## src/rtl/pdm_cap_pkg.sv

```systemverilog
package pdm_cap_pkg;

    localparam int LINE_COUNT   = 2;
    localparam int MICS_PER_LINE = 2;
    localparam int CHAN_COUNT   = LINE_COUNT * MICS_PER_LINE;
    localparam int SWITCH_COUNT = 2;

    typedef enum logic [1:0] {
        ST_IDLE = 2'd0,
        ST_LOW  = 2'd1,
        ST_HIGH = 2'd2
    } pclk_state_e;

endpackage

```

## src/rtl/pdm_clkgen.sv

```systemverilog
module pdm_clkgen
    import pdm_cap_pkg::*;
#(
    parameter int RATE_W        = 2,
    parameter int MIN_HALF_LOG2 = 1,
    localparam int CNT_W        = MIN_HALF_LOG2 + (1 << RATE_W)
) (
    input  logic              clk,
    input  logic              rst_n,
    input  logic [RATE_W-1:0] rate_cfg,
    output logic              pdm_clk,
    output logic              pre_rise,
    output logic              pre_fall
);

    pclk_state_e       state, state_nx;
    logic [CNT_W-1:0]  cnt;
    logic [RATE_W-1:0] cfg_act;
    logic [CNT_W-1:0]  half_len;
    logic              half_last;
    logic              half_pre;
    logic              pdm_clk_q;

    // Half-period length in system cycles for the active rate code
    always_comb begin
        half_len  = CNT_W'(1) << (CNT_W'(cfg_act) + CNT_W'(MIN_HALF_LOG2));
        half_last = (cnt == half_len - CNT_W'(1));
        half_pre  = (cnt == half_len - CNT_W'(2));
    end

    // Next-state logic
    always_comb begin
        state_nx = state;
        unique case (state)
            ST_IDLE: state_nx = ST_LOW;                       // IDLE_TO_LOW
            ST_LOW:  if (half_last) state_nx = ST_HIGH;       // LOW_TO_HIGH
            ST_HIGH: if (half_last) state_nx = ST_LOW;        // HIGH_TO_LOW
            default: state_nx = ST_IDLE;
        endcase
    end

    // State register with phase counter and boundary-loaded rate code
    always_ff @(posedge clk or negedge rst_n) begin
        if (!rst_n) begin
            state   <= ST_IDLE;
            cnt     <= '0;
            cfg_act <= '0;
        end else begin
            state <= state_nx;
            if (state_nx != state) cnt <= '0;
            else                   cnt <= cnt + CNT_W'(1);
            if (state == ST_IDLE || (state == ST_HIGH && half_last))
                cfg_act <= rate_cfg;
        end
    end

    // Registered clock output, glitch free
    always_ff @(posedge clk or negedge rst_n) begin
        if (!rst_n) pdm_clk_q <= 1'b0;
        else        pdm_clk_q <= (state_nx == ST_HIGH);
    end

    // Capture strobes: one system cycle ahead of the last cycle of a half
    always_comb begin
        pre_rise = (state == ST_LOW)  && half_pre;
        pre_fall = (state == ST_HIGH) && half_pre;
        pdm_clk  = pdm_clk_q;
    end

endmodule

```

## src/rtl/pdm_edge_demux.sv

```systemverilog
module pdm_edge_demux (
    input  logic pre_rise,
    input  logic pre_fall,
    input  logic edge_sel,
    output logic prim_take,
    output logic sec_take
);

    // edge_sel = 0: primary on rising edge; 1: primary on falling edge
    always_comb begin
        prim_take = edge_sel ? pre_fall : pre_rise;
        sec_take  = edge_sel ? pre_rise : pre_fall;
    end

endmodule

```

## src/rtl/pdm_chan_route.sv

```systemverilog
module pdm_chan_route #(
    parameter int CHANNELS   = 4,
    parameter int SWITCHABLE = 2
) (
    input  logic                  clk,
    input  logic                  rst_n,
    input  logic [CHANNELS-1:0]   take,
    input  logic [CHANNELS-1:0]   src_bit,
    input  logic [SWITCHABLE-1:0] is_analog,
    output logic [CHANNELS-1:0]   ch_bit,
    output logic [CHANNELS-1:0]   ch_valid
);

    logic [CHANNELS-1:0] digital;

    for (genvar c = 0; c < CHANNELS; c++) begin : g_chan
        if (c < SWITCHABLE) begin : g_switch
            assign digital[c] = ~is_analog[c];
        end else begin : g_fixed
            assign digital[c] = 1'b1;
        end

        always_ff @(posedge clk or negedge rst_n) begin
            if (!rst_n) begin
                ch_bit[c]   <= 1'b0;
                ch_valid[c] <= 1'b0;
            end else if (!digital[c]) begin
                ch_bit[c]   <= 1'b0;
                ch_valid[c] <= 1'b0;
            end else begin
                ch_valid[c] <= take[c];
                if (take[c]) ch_bit[c] <= src_bit[c];
            end
        end
    end

endmodule

```

## src/rtl/pdm_capture_top.sv

```systemverilog
module pdm_capture_top
    import pdm_cap_pkg::*;
#(
    parameter int RATE_W        = 2,
    parameter int MIN_HALF_LOG2 = 1,
    parameter int LINES         = LINE_COUNT,
    parameter int SWITCHABLE    = SWITCH_COUNT,
    localparam int CHANNELS     = LINES * MICS_PER_LINE
) (
    input  logic                  clk,
    input  logic                  rst_n,
    input  logic [RATE_W-1:0]     rate_cfg,
    input  logic [LINES-1:0]      line_edge,
    input  logic [SWITCHABLE-1:0] ch_analog,
    input  logic [LINES-1:0]      pdm_din,
    output logic                  pdm_clk,
    output logic [CHANNELS-1:0]   ch_bit,
    output logic [CHANNELS-1:0]   ch_valid
);

    logic                pre_rise;
    logic                pre_fall;
    logic [CHANNELS-1:0] take;
    logic [CHANNELS-1:0] src_bit;

    pdm_clkgen #(
        .RATE_W        (RATE_W),
        .MIN_HALF_LOG2 (MIN_HALF_LOG2)
    ) u_clkgen (
        .clk      (clk),
        .rst_n    (rst_n),
        .rate_cfg (rate_cfg),
        .pdm_clk  (pdm_clk),
        .pre_rise (pre_rise),
        .pre_fall (pre_fall)
    );

    // One demux per line; primary stream to the even channel, secondary to odd
    for (genvar l = 0; l < LINES; l++) begin : g_line
        pdm_edge_demux u_demux (
            .pre_rise  (pre_rise),
            .pre_fall  (pre_fall),
            .edge_sel  (line_edge[l]),
            .prim_take (take[MICS_PER_LINE*l]),
            .sec_take  (take[MICS_PER_LINE*l+1])
        );
        assign src_bit[MICS_PER_LINE*l]   = pdm_din[l];
        assign src_bit[MICS_PER_LINE*l+1] = pdm_din[l];
    end

    pdm_chan_route #(
        .CHANNELS   (CHANNELS),
        .SWITCHABLE (SWITCHABLE)
    ) u_route (
        .clk       (clk),
        .rst_n     (rst_n),
        .take      (take),
        .src_bit   (src_bit),
        .is_analog (ch_analog),
        .ch_bit    (ch_bit),
        .ch_valid  (ch_valid)
    );

endmodule

```

## config.mk

```make
export PLATFORM = sky130hd
export DESIGN_NAME = pdm_capture_top
export DESIGN_NICKNAME = d
export VERILOG_FILES = /design/src/rtl/pdm_cap_pkg.sv /design/src/rtl/pdm_clkgen.sv /design/src/rtl/pdm_edge_demux.sv /design/src/rtl/pdm_chan_route.sv /design/src/rtl/pdm_capture_top.sv
export SDC_FILE = /design/constraint.sdc
export NUM_CORES = 1
export LEC_CHECK = 0
export ABC_CLOCK_PERIOD_IN_PS = 2060
export BUFFER_PORTS_ARGS = -buffer_cell sky130_fd_sc_hd__buf_2
export CORE_MARGIN = 2
export CORE_UTILIZATION = 30
export DETAILED_ROUTE_END_ITERATION = 8
export SLEW_MARGIN = 20
export SYNTH_ARGS = -nofsm -noshare
export SYNTH_HDL_FRONTEND = slang
export SYNTH_SLANG_ARGS = --single-unit
```

## constraint.sdc

```tcl
create_clock -name clk -period 2.06 [get_ports clk]
set_input_delay 0.206 -clock clk [delete_from_list [all_inputs] [get_ports clk]]
set_output_delay 0.206 -clock clk [all_outputs]
set_load 0.01 [all_outputs]
```

==> out/results.tsv, run 1 <==
metric	value	unit
status	finished clean	
gp weighted congestion	0.7190	
Syn-to-layout area delta	17.08	%
final worst-path cycle share	90.59	%
die height	59.26	um
first-pass GRT wire length	2980	um
Net Sw Frac	40.89	%
Die ar.	0.003511	mm2
NetSw	0.0005625	W
CP Launch Type	flop	
Fin. Hold Viols	0	
Design Area, Final	0.001072	mm2
setup TNS	0	ps
Min-Delay Path Class	primary input to flop	
share of cells above drive strength 1	25.23	%
Mapped Area	915.9	um2
largest family of logic cells by synthesized area	simple AND/OR/NAND/NOR gates	
maxcap violations	0	
Min Hold Slack	74.54	ps
# IOs	19	
proportion of power drawn by flip-flops and latches	43.1	%
Inserted Clock Buffers	3	
DRT antenna net count	0	
final WL	1615	um
Synth Net Count	98	
Final setup viols	0	
core box area	0.002978	mm2
Yosys top cell by area	dfrtp_1	
multiplexer share of the synthesized area	7.923	%
crit path DAT	2050	ps
Yosys top cell area share	49.18	%
synthesized instance count	87	
Compound-Gate Fraction of Synth Area	15.71	%
Vias/cell	4.764	
starting density of the core	30.76	%
via count of the routed design	667	
sequential area share after synthesis	49.18	%
peak supply drop	0.0005765	V
Clk pwr share	12.4	%
simple-gate share of the synthesized area	20.77	%
1st-iter DRT viols	7	
Final min period	1866	ps
grt ovf	0	
diode count	0	
Ys Warns	0	
P_int	0.0008132	W
Root Buffer	clkbuf_4	
Worst-Skew Late Latency	290	ps
cell depth of the worst hold path	2	
TritonCTS clock tree	built	
largest net degree at the start of global routing	19	
CTS clk-pin slew, worst paths	100	ps
crit end category	flop	
clock sink count	18	
Leak Pwr	0.5092	nW
top post-synthesis cells by area	dfrtp_1, nor2_1, mux2i_1	
#FFs+latches synth	18	
die width	59.26	um
worst r2r path cells	5	
fin nets	120	
library cells used by synthesis	26	
Synth Area in XOR/XNOR	3.825	%
FP Rows	20	
RSZ-0062 raised after global routing	no	
fin util	36.01	%
Synth Area in Adders	1.366	%
critical path peak fanout	6	
1st-pass router iterations	4	
syn avg cell area	10.53	um2
Achievable Freq	535.8	MHz
initial antenna violation count	0	
DR WL/cell	11.54	um
Clock H-tree levels	1	
Total GRT Usage	11.05	%
Worst EP required	2240	ps
Slew Limit Fails	0	
vias in the first global route	673	
Rel. slew slack	73.13	%
DRC viols	0	
PortBufs	18	
clock buffer depth	2	
dpl cell area	0.001040	mm2
Setup Skew	2.039	ps
logic gate share of total power	44.6	%
PD cells	1283	mW/mm2
Post-CTS Resized	0	
Worst Tran Pin Value	403.0	ps
crit path kind	flop to flop	
hpwl dp	1249	um
## cell usage in the layout, fill, tap and decap left out
cell type,count
clkbuf_4,3
o21ai_1,3
xnor2_1,1
dlygate4sd3_1,1
nand2b_1,3
o22ai_4,1
nand2_1,4
dfrtp_1,18
o21ai_4,1
inv_1,1
nand3_1,5
o311ai_1,2
a21oi_2,1
mux2i_1,5
o21a_1,2
or3_4,1
o211ai_1,2
buf_2,18
xor2_1,3
nor3_4,1
ha_1,1
nor2b_1,5
o41ai_1,2
a21oi_1,2
mux2_1,2
and2_1,2
nor2_1,16
o21ai_2,1
## worst paths after layout
path,startpoint,endpoint,slack (ps)
hold reg to reg,u_clkgen.cnt[0]$_DFF_PN0_,u_clkgen.cnt[0]$_DFF_PN0_,530
setup reg to reg,u_clkgen.cnt[3]$_DFF_PN0_,u_clkgen.cfg_act[1]$_DFFE_PN0P_,190
max in group asynchronous,rst_n,u_route.ch_bit[2]$_DFFE_PN0P_,1410
hold / removal,ch_analog[1],u_route.ch_bit[1]$_DFFE_PN0P_,70
setup / recovery,u_clkgen.cnt[3]$_DFF_PN0_,u_clkgen.cfg_act[1]$_DFFE_PN0P_,190
min in group asynchronous,rst_n,u_route.ch_bit[0]$_DFFE_PN0P_,360
## Yosys cell counts
cell type / n
dfrtp_1: 18
nor2_1: 16
mux2i_1: 5
nand3_1: 5
nor2b_1: 5
nand2_1: 4
nand2b_1: 3
o21ai_1: 3
xor2_1: 3
a21oi_1: 2
and2_1: 2
clkbuf_1: 2
mux2_1: 2
o211ai_1: 2
o21a_1: 2
o311ai_1: 2
o41ai_1: 2
a21oi_2: 1
ha_1: 1
inv_1: 1
nor3_4: 1
o21ai_2: 1
o21ai_4: 1
o22ai_4: 1
or3_4: 1
xnor2_1: 1
## cell type report
class / instances / area, um2
Inverter: 1 / 3.754
Timing Repair Buffer: 19 / 100.1
Multi-Input combinational cell: 66 / 454.2
Fill cell: 319 / 1906
Tap cell: 33 / 41.29
Sequential cell: 18 / 450.4
Clock buffer: 3 / 22.52
## registers in the layout (all words and copies together) (netlist names)
name and cells:
u_clkgen.cfg_act 2, u_clkgen.cnt 5, u_clkgen.pdm_clk 1, u_clkgen.state 2, u_route.ch_bit 4, u_route.ch_valid 4
## power by group through the flow
stage | clock, W | combinational (W) | sequential [W]
6_report | 0.000170 | 0.000613 | 0.000593
5_1_grt | 0.000196 | 0.000692 | 0.000615
4_1_cts | 0.000180 | 0.000623 | 0.000593
3_5_place_dp | 0 | 0.000619 | 0.000602
3_3_place_gp | 0 | 0.000611 | 0.000593
2_1_floorplan | 0 | 0.000481 | 0.000589
## layer usage
| layer | routed length [um] | vias up | GRT usage [%] | share of wire, % |
|---|---|---|---|---|
| li1 | - | 345 | - | - |
| met1 | 775 | 306 | 14.34 | 48 |
| met2 | 736 | 16 | 17.90 | 46 |
| met3 | 103 | 0 | 4.585 | 6.4 |
| met4 | 0 | 0 | 0.9740 | 0 |
| met5 | 0 | - | 0 | 0 |
## per-stage QoR
stage               total power (W)  setup slack (ps)  cells
detailed placement         0.001220             195.4    136
finish                     0.001376             193.8    140
global route               0.001503             100.5    140
global placement           0.001203             243.6    136
floorplan                  0.001069             282.0     87
CTS                        0.001397             176.6    140
## worst max-delay path, stage by stage (launching register included)
cell	delay [ps]
dfrtp_1	440
or3_4	440
nor3_4	240
o21ai_4	130
a21oi_2	180
mux2_1	330
## what timing repair did
item                      in CTS  in global routing
buffers inserted               0                  0
hold buffers                   1                  0
hold endpoints to repair      18                  0
## logic make-up after synthesis
group | after synthesis
fa+ha+maj | 1
compound gates | 17
simple gates | 37
mux | 7
flops | 18
buf+inv | 3
xor+xnor | 4
No activity file was read; power rests on OpenSTA's default activity.
==> run 2: changes to the inputs <==
--- a/config.mk
+++ b/config.mk
@@ -5,9 +5,9 @@
 export SDC_FILE = /design/constraint.sdc
 export NUM_CORES = 1
 export LEC_CHECK = 0
-export ABC_CLOCK_PERIOD_IN_PS = 2060
+export ABC_CLOCK_PERIOD_IN_PS = 1900
 export BUFFER_PORTS_ARGS = -buffer_cell sky130_fd_sc_hd__buf_2
-export CORE_MARGIN = 2
+export CORE_MARGIN = 5
 export CORE_UTILIZATION = 30
 export DETAILED_ROUTE_END_ITERATION = 8
 export SLEW_MARGIN = 20
==> constraint.sdc (replaced) <==
create_clock -name clk -period 1.9 [get_ports clk]
set_input_delay 0.19 -clock clk [delete_from_list [all_inputs] [get_ports clk]]
set_output_delay 0.19 -clock clk [all_outputs]
set_load 0.01 [all_outputs]
==> run 2 against run 1 <==
  * Cell area rose by 3.4%
  * Cell count rose by 2.9%
  * Fmax rose by 5.0%
  * Clock power rose by 39%
  * Sequential cell count did not move
  * Setup slack got worse by 72 ps
  * Clock skew rose by 4.8 ps
==> out/results.tsv, run 2 (synthesis gave the netlist of run 1 again) <==
metric	value	unit	change
status	finished clean		unchanged
P_int	0.0009531	W	was 0.0008132 W
crit path kind	flop to flop		unchanged
Post-CTS Resized	0		unchanged
NetSw	0.0006279	W	was 0.0005625 W
Slowest-stage cell, CP	dfrtp_1		unchanged
Post-Place Setup Slack	123.7	ps	was 195.4 ps
share of cells above drive strength 1	27.93	%	was 25.23%
CTS clk-pin slew, worst paths	110	ps	was 100 ps
setup TNS	0	ps	unchanged
multi-input gate area in the final layout	454.2	um2	unchanged
Slew Limit Fails	0		unchanged
worst r2r path cells	5		unchanged
Syn-to-layout area delta	21.04	%	was 17.08%
clock sink count	18		unchanged
grt ovf	0		unchanged
TritonCTS clock tree	built		unchanged
DRT antenna net count	0		unchanged
Clock H-tree levels	1		unchanged
Worst Setup Slack, final	121.9	ps	was 193.8 ps
Worst-Skew Late Latency	300	ps	was 290 ps
hold path startpoint	ch_analog[0]		was ch_analog[1]
RSZ-0062 raised after global routing	no		unchanged
CP cell instances	or3_4 > o22ai_4 > o21ai_4 > a21oi_2 > mux2_1		was or3_4 > nor3_4 > o21ai_4 > a21oi_2 > mux2_1
FP Rows	20		unchanged
largest register by flop count	u_clkgen.cnt		unchanged
Min-Delay Path Class	primary input to flop		unchanged
via count of the routed design	704		was 667
hpwl dp	1342	um	was 1249 um
Setup Skew	6.807	ps	was 2.039 ps
logic gate share of total power	45.0	%	was 44.6%
DR WL/cell	11.89	um	was 11.54 um
crit end category	flop		unchanged
peak supply drop	0.0006107	V	was 0.0005765 V
Worst EP required	2080	ps	was 2240 ps
hold path endpoint	u_route.ch_valid[0]$_DFF_PN0_		was u_route.ch_bit[1]$_DFFE_PN0P_
Reg area	450.4	um2	unchanged
clock buffer depth	2		unchanged
r2r startpoint	u_clkgen.cnt[2]$_DFF_PN0_		was u_clkgen.cnt[3]$_DFF_PN0_
hold_buf cts	1		unchanged
fin nets	123		was 120
die width	65.26	um	was 59.26 um
first-pass GRT wire length	3187	um	was 2980 um
# Post-CTS Setup Buffers	0		unchanged
commonest cells after routing, fill and taps aside	buf_2, dfrtp_1, nor2_1		unchanged
biggest regs	u_clkgen.cnt (5), u_route.ch_bit (4), u_route.ch_valid (4)		unchanged
largest net degree at the start of global routing	19		unchanged
worst flop-to-flop path endpoint	u_clkgen.cfg_act[1]$_DFFE_PN0P_		unchanged
1st-iter DRT viols	56		was 7
crit path DAT	1960	ps	was 2050 ps
Filler cells	315		was 319
initial antenna violation count	0		unchanged
Leak Pwr	0.5313	nW	was 0.5092 nW
DRC viols	0		unchanged
die height	65.26	um	was 59.26 um
R2R Setup Slk	120	ps	was 190 ps
starting density of the core	30.76	%	unchanged
Fin. Hold Viols	0		unchanged
Inserted Clock Buffers	3		unchanged
Worst Tran Pin Value	397.4	ps	was 403.0 ps
proportion of power drawn by flip-flops and latches	40.1	%	was 43.1%
maxcap violations	0		unchanged
Vias/cell	4.889		was 4.764
Root Buffer	clkbuf_4		unchanged
diode count	0		unchanged
Largest stage delay, worst path	440	ps	about the same
final WL	1712	um	was 1615 um
cell depth of the worst hold path	2		unchanged
Net Sw Frac	39.72	%	was 40.89%
# IOs	19		unchanged
Rel. slew slack	73.51	%	was 73.13%
max reg flops	5		unchanged
critical path peak fanout	5		was 6
vias in the first global route	768		was 673
Clk pwr share	14.9	%	was 12.4%
1st-pass router iterations	4		unchanged
PD cells	1426	mW/mm2	was 1283 mW/mm2
Die ar.	0.004258	mm2	was 0.003511 mm2
Final min period	1778	ps	was 1866 ps
Total GRT Usage	9.314	%	was 11.05%
PortBufs	18		unchanged
core box area	0.002978	mm2	unchanged
Final setup viols	0		unchanged
gp weighted congestion	0.7740		was 0.7190
Achievable Freq	562.4	MHz	was 535.8 MHz
final worst-path cycle share	93.58	%	was 90.59%
CP Launch Type	flop		unchanged
-- run 2: cell types whose count changed in the layout (fill, tap and decap cells not counted) --
cell / previous run / this run
buf_4: 0 / 3
clkbuf_8: 0 / 1
-- run 2: through the flow --
| stage | hold WS, ps | utilization (%) | total power, W | instances | cell area [um2] |
|---|---|---|---|---|---|
| after floorplan | -105.6 | - | 0.001160 | 87 | 915.9 |
| after global placement | 140.3 | 35.67 | 0.001342 | 139 | 1062 |
| after detailed placement | 140.3 | 35.67 | 0.001365 | 139 | 1062 |
| after CTS | 27.30 | 37.23 | 0.001612 | 144 | 1109 |
| after global routing | 33.12 | 37.23 | 0.001733 | 144 | 1109 |
| final | 39.25 | 37.23 | 0.001581 | 144 | 1109 |
-- run 2: worst max-delay path, delay by kind of cell (launching register included) --
family,cells,cell delay [ps]
AOI/OAI and AO/OA,3,510
DFF,1,440
and+or+nand+nor,1,380
muxes,1,330
-- run 2: metal layers --
layer	vias to the layer above	global-route usage (%)	wire length, um
li1	356	-	-
met1	334	11.86	808
met2	14	15.04	790
met3	0	3.419	113
met4	0	2.073	0
met5	-	0	0
-- run 2: worst max-delay path by stage --
stage,startpoint,endpoint,slack [ps],cells past startpoint
floorplan,u_clkgen.cnt[3]$_DFF_PN0_,u_clkgen.cfg_act[0]$_DFFE_PN0P_,120,5
global placement,u_clkgen.cnt[2]$_DFF_PN0_,u_clkgen.cfg_act[1]$_DFFE_PN0P_,170,5
detailed placement,u_clkgen.cnt[2]$_DFF_PN0_,u_clkgen.cfg_act[1]$_DFFE_PN0P_,120,5
CTS,u_clkgen.cnt[2]$_DFF_PN0_,u_clkgen.cfg_act[1]$_DFFE_PN0P_,110,5
global route,u_clkgen.cnt[2]$_DFF_PN0_,u_clkgen.cnt[4]$_DFF_PN0_,10,6
finish,u_clkgen.cnt[2]$_DFF_PN0_,u_clkgen.cfg_act[1]$_DFFE_PN0P_,120,5
-- run 2: final cells by class --
class / count / share of cell area [%]
clock buffers: 4 / 3.273
inverters: 1 / 0.3386
flip-flops and latches: 18 / 40.63
repair buffers: 22 / 11.06
well taps: 33 / 3.725
multi-input cells: 66 / 40.97
-- run 2: power groups by stage --
stage	logic [W]	registers, W	clock network (W)
2_1_floorplan	0.000521	0.000638	0
3_3_place_gp	0.000705	0.000637	0
3_5_place_dp	0.000722	0.000643	0
4_1_cts	0.000726	0.000636	0.000251
5_1_grt	0.000810	0.000660	0.000263
6_report	0.000712	0.000634	0.000236
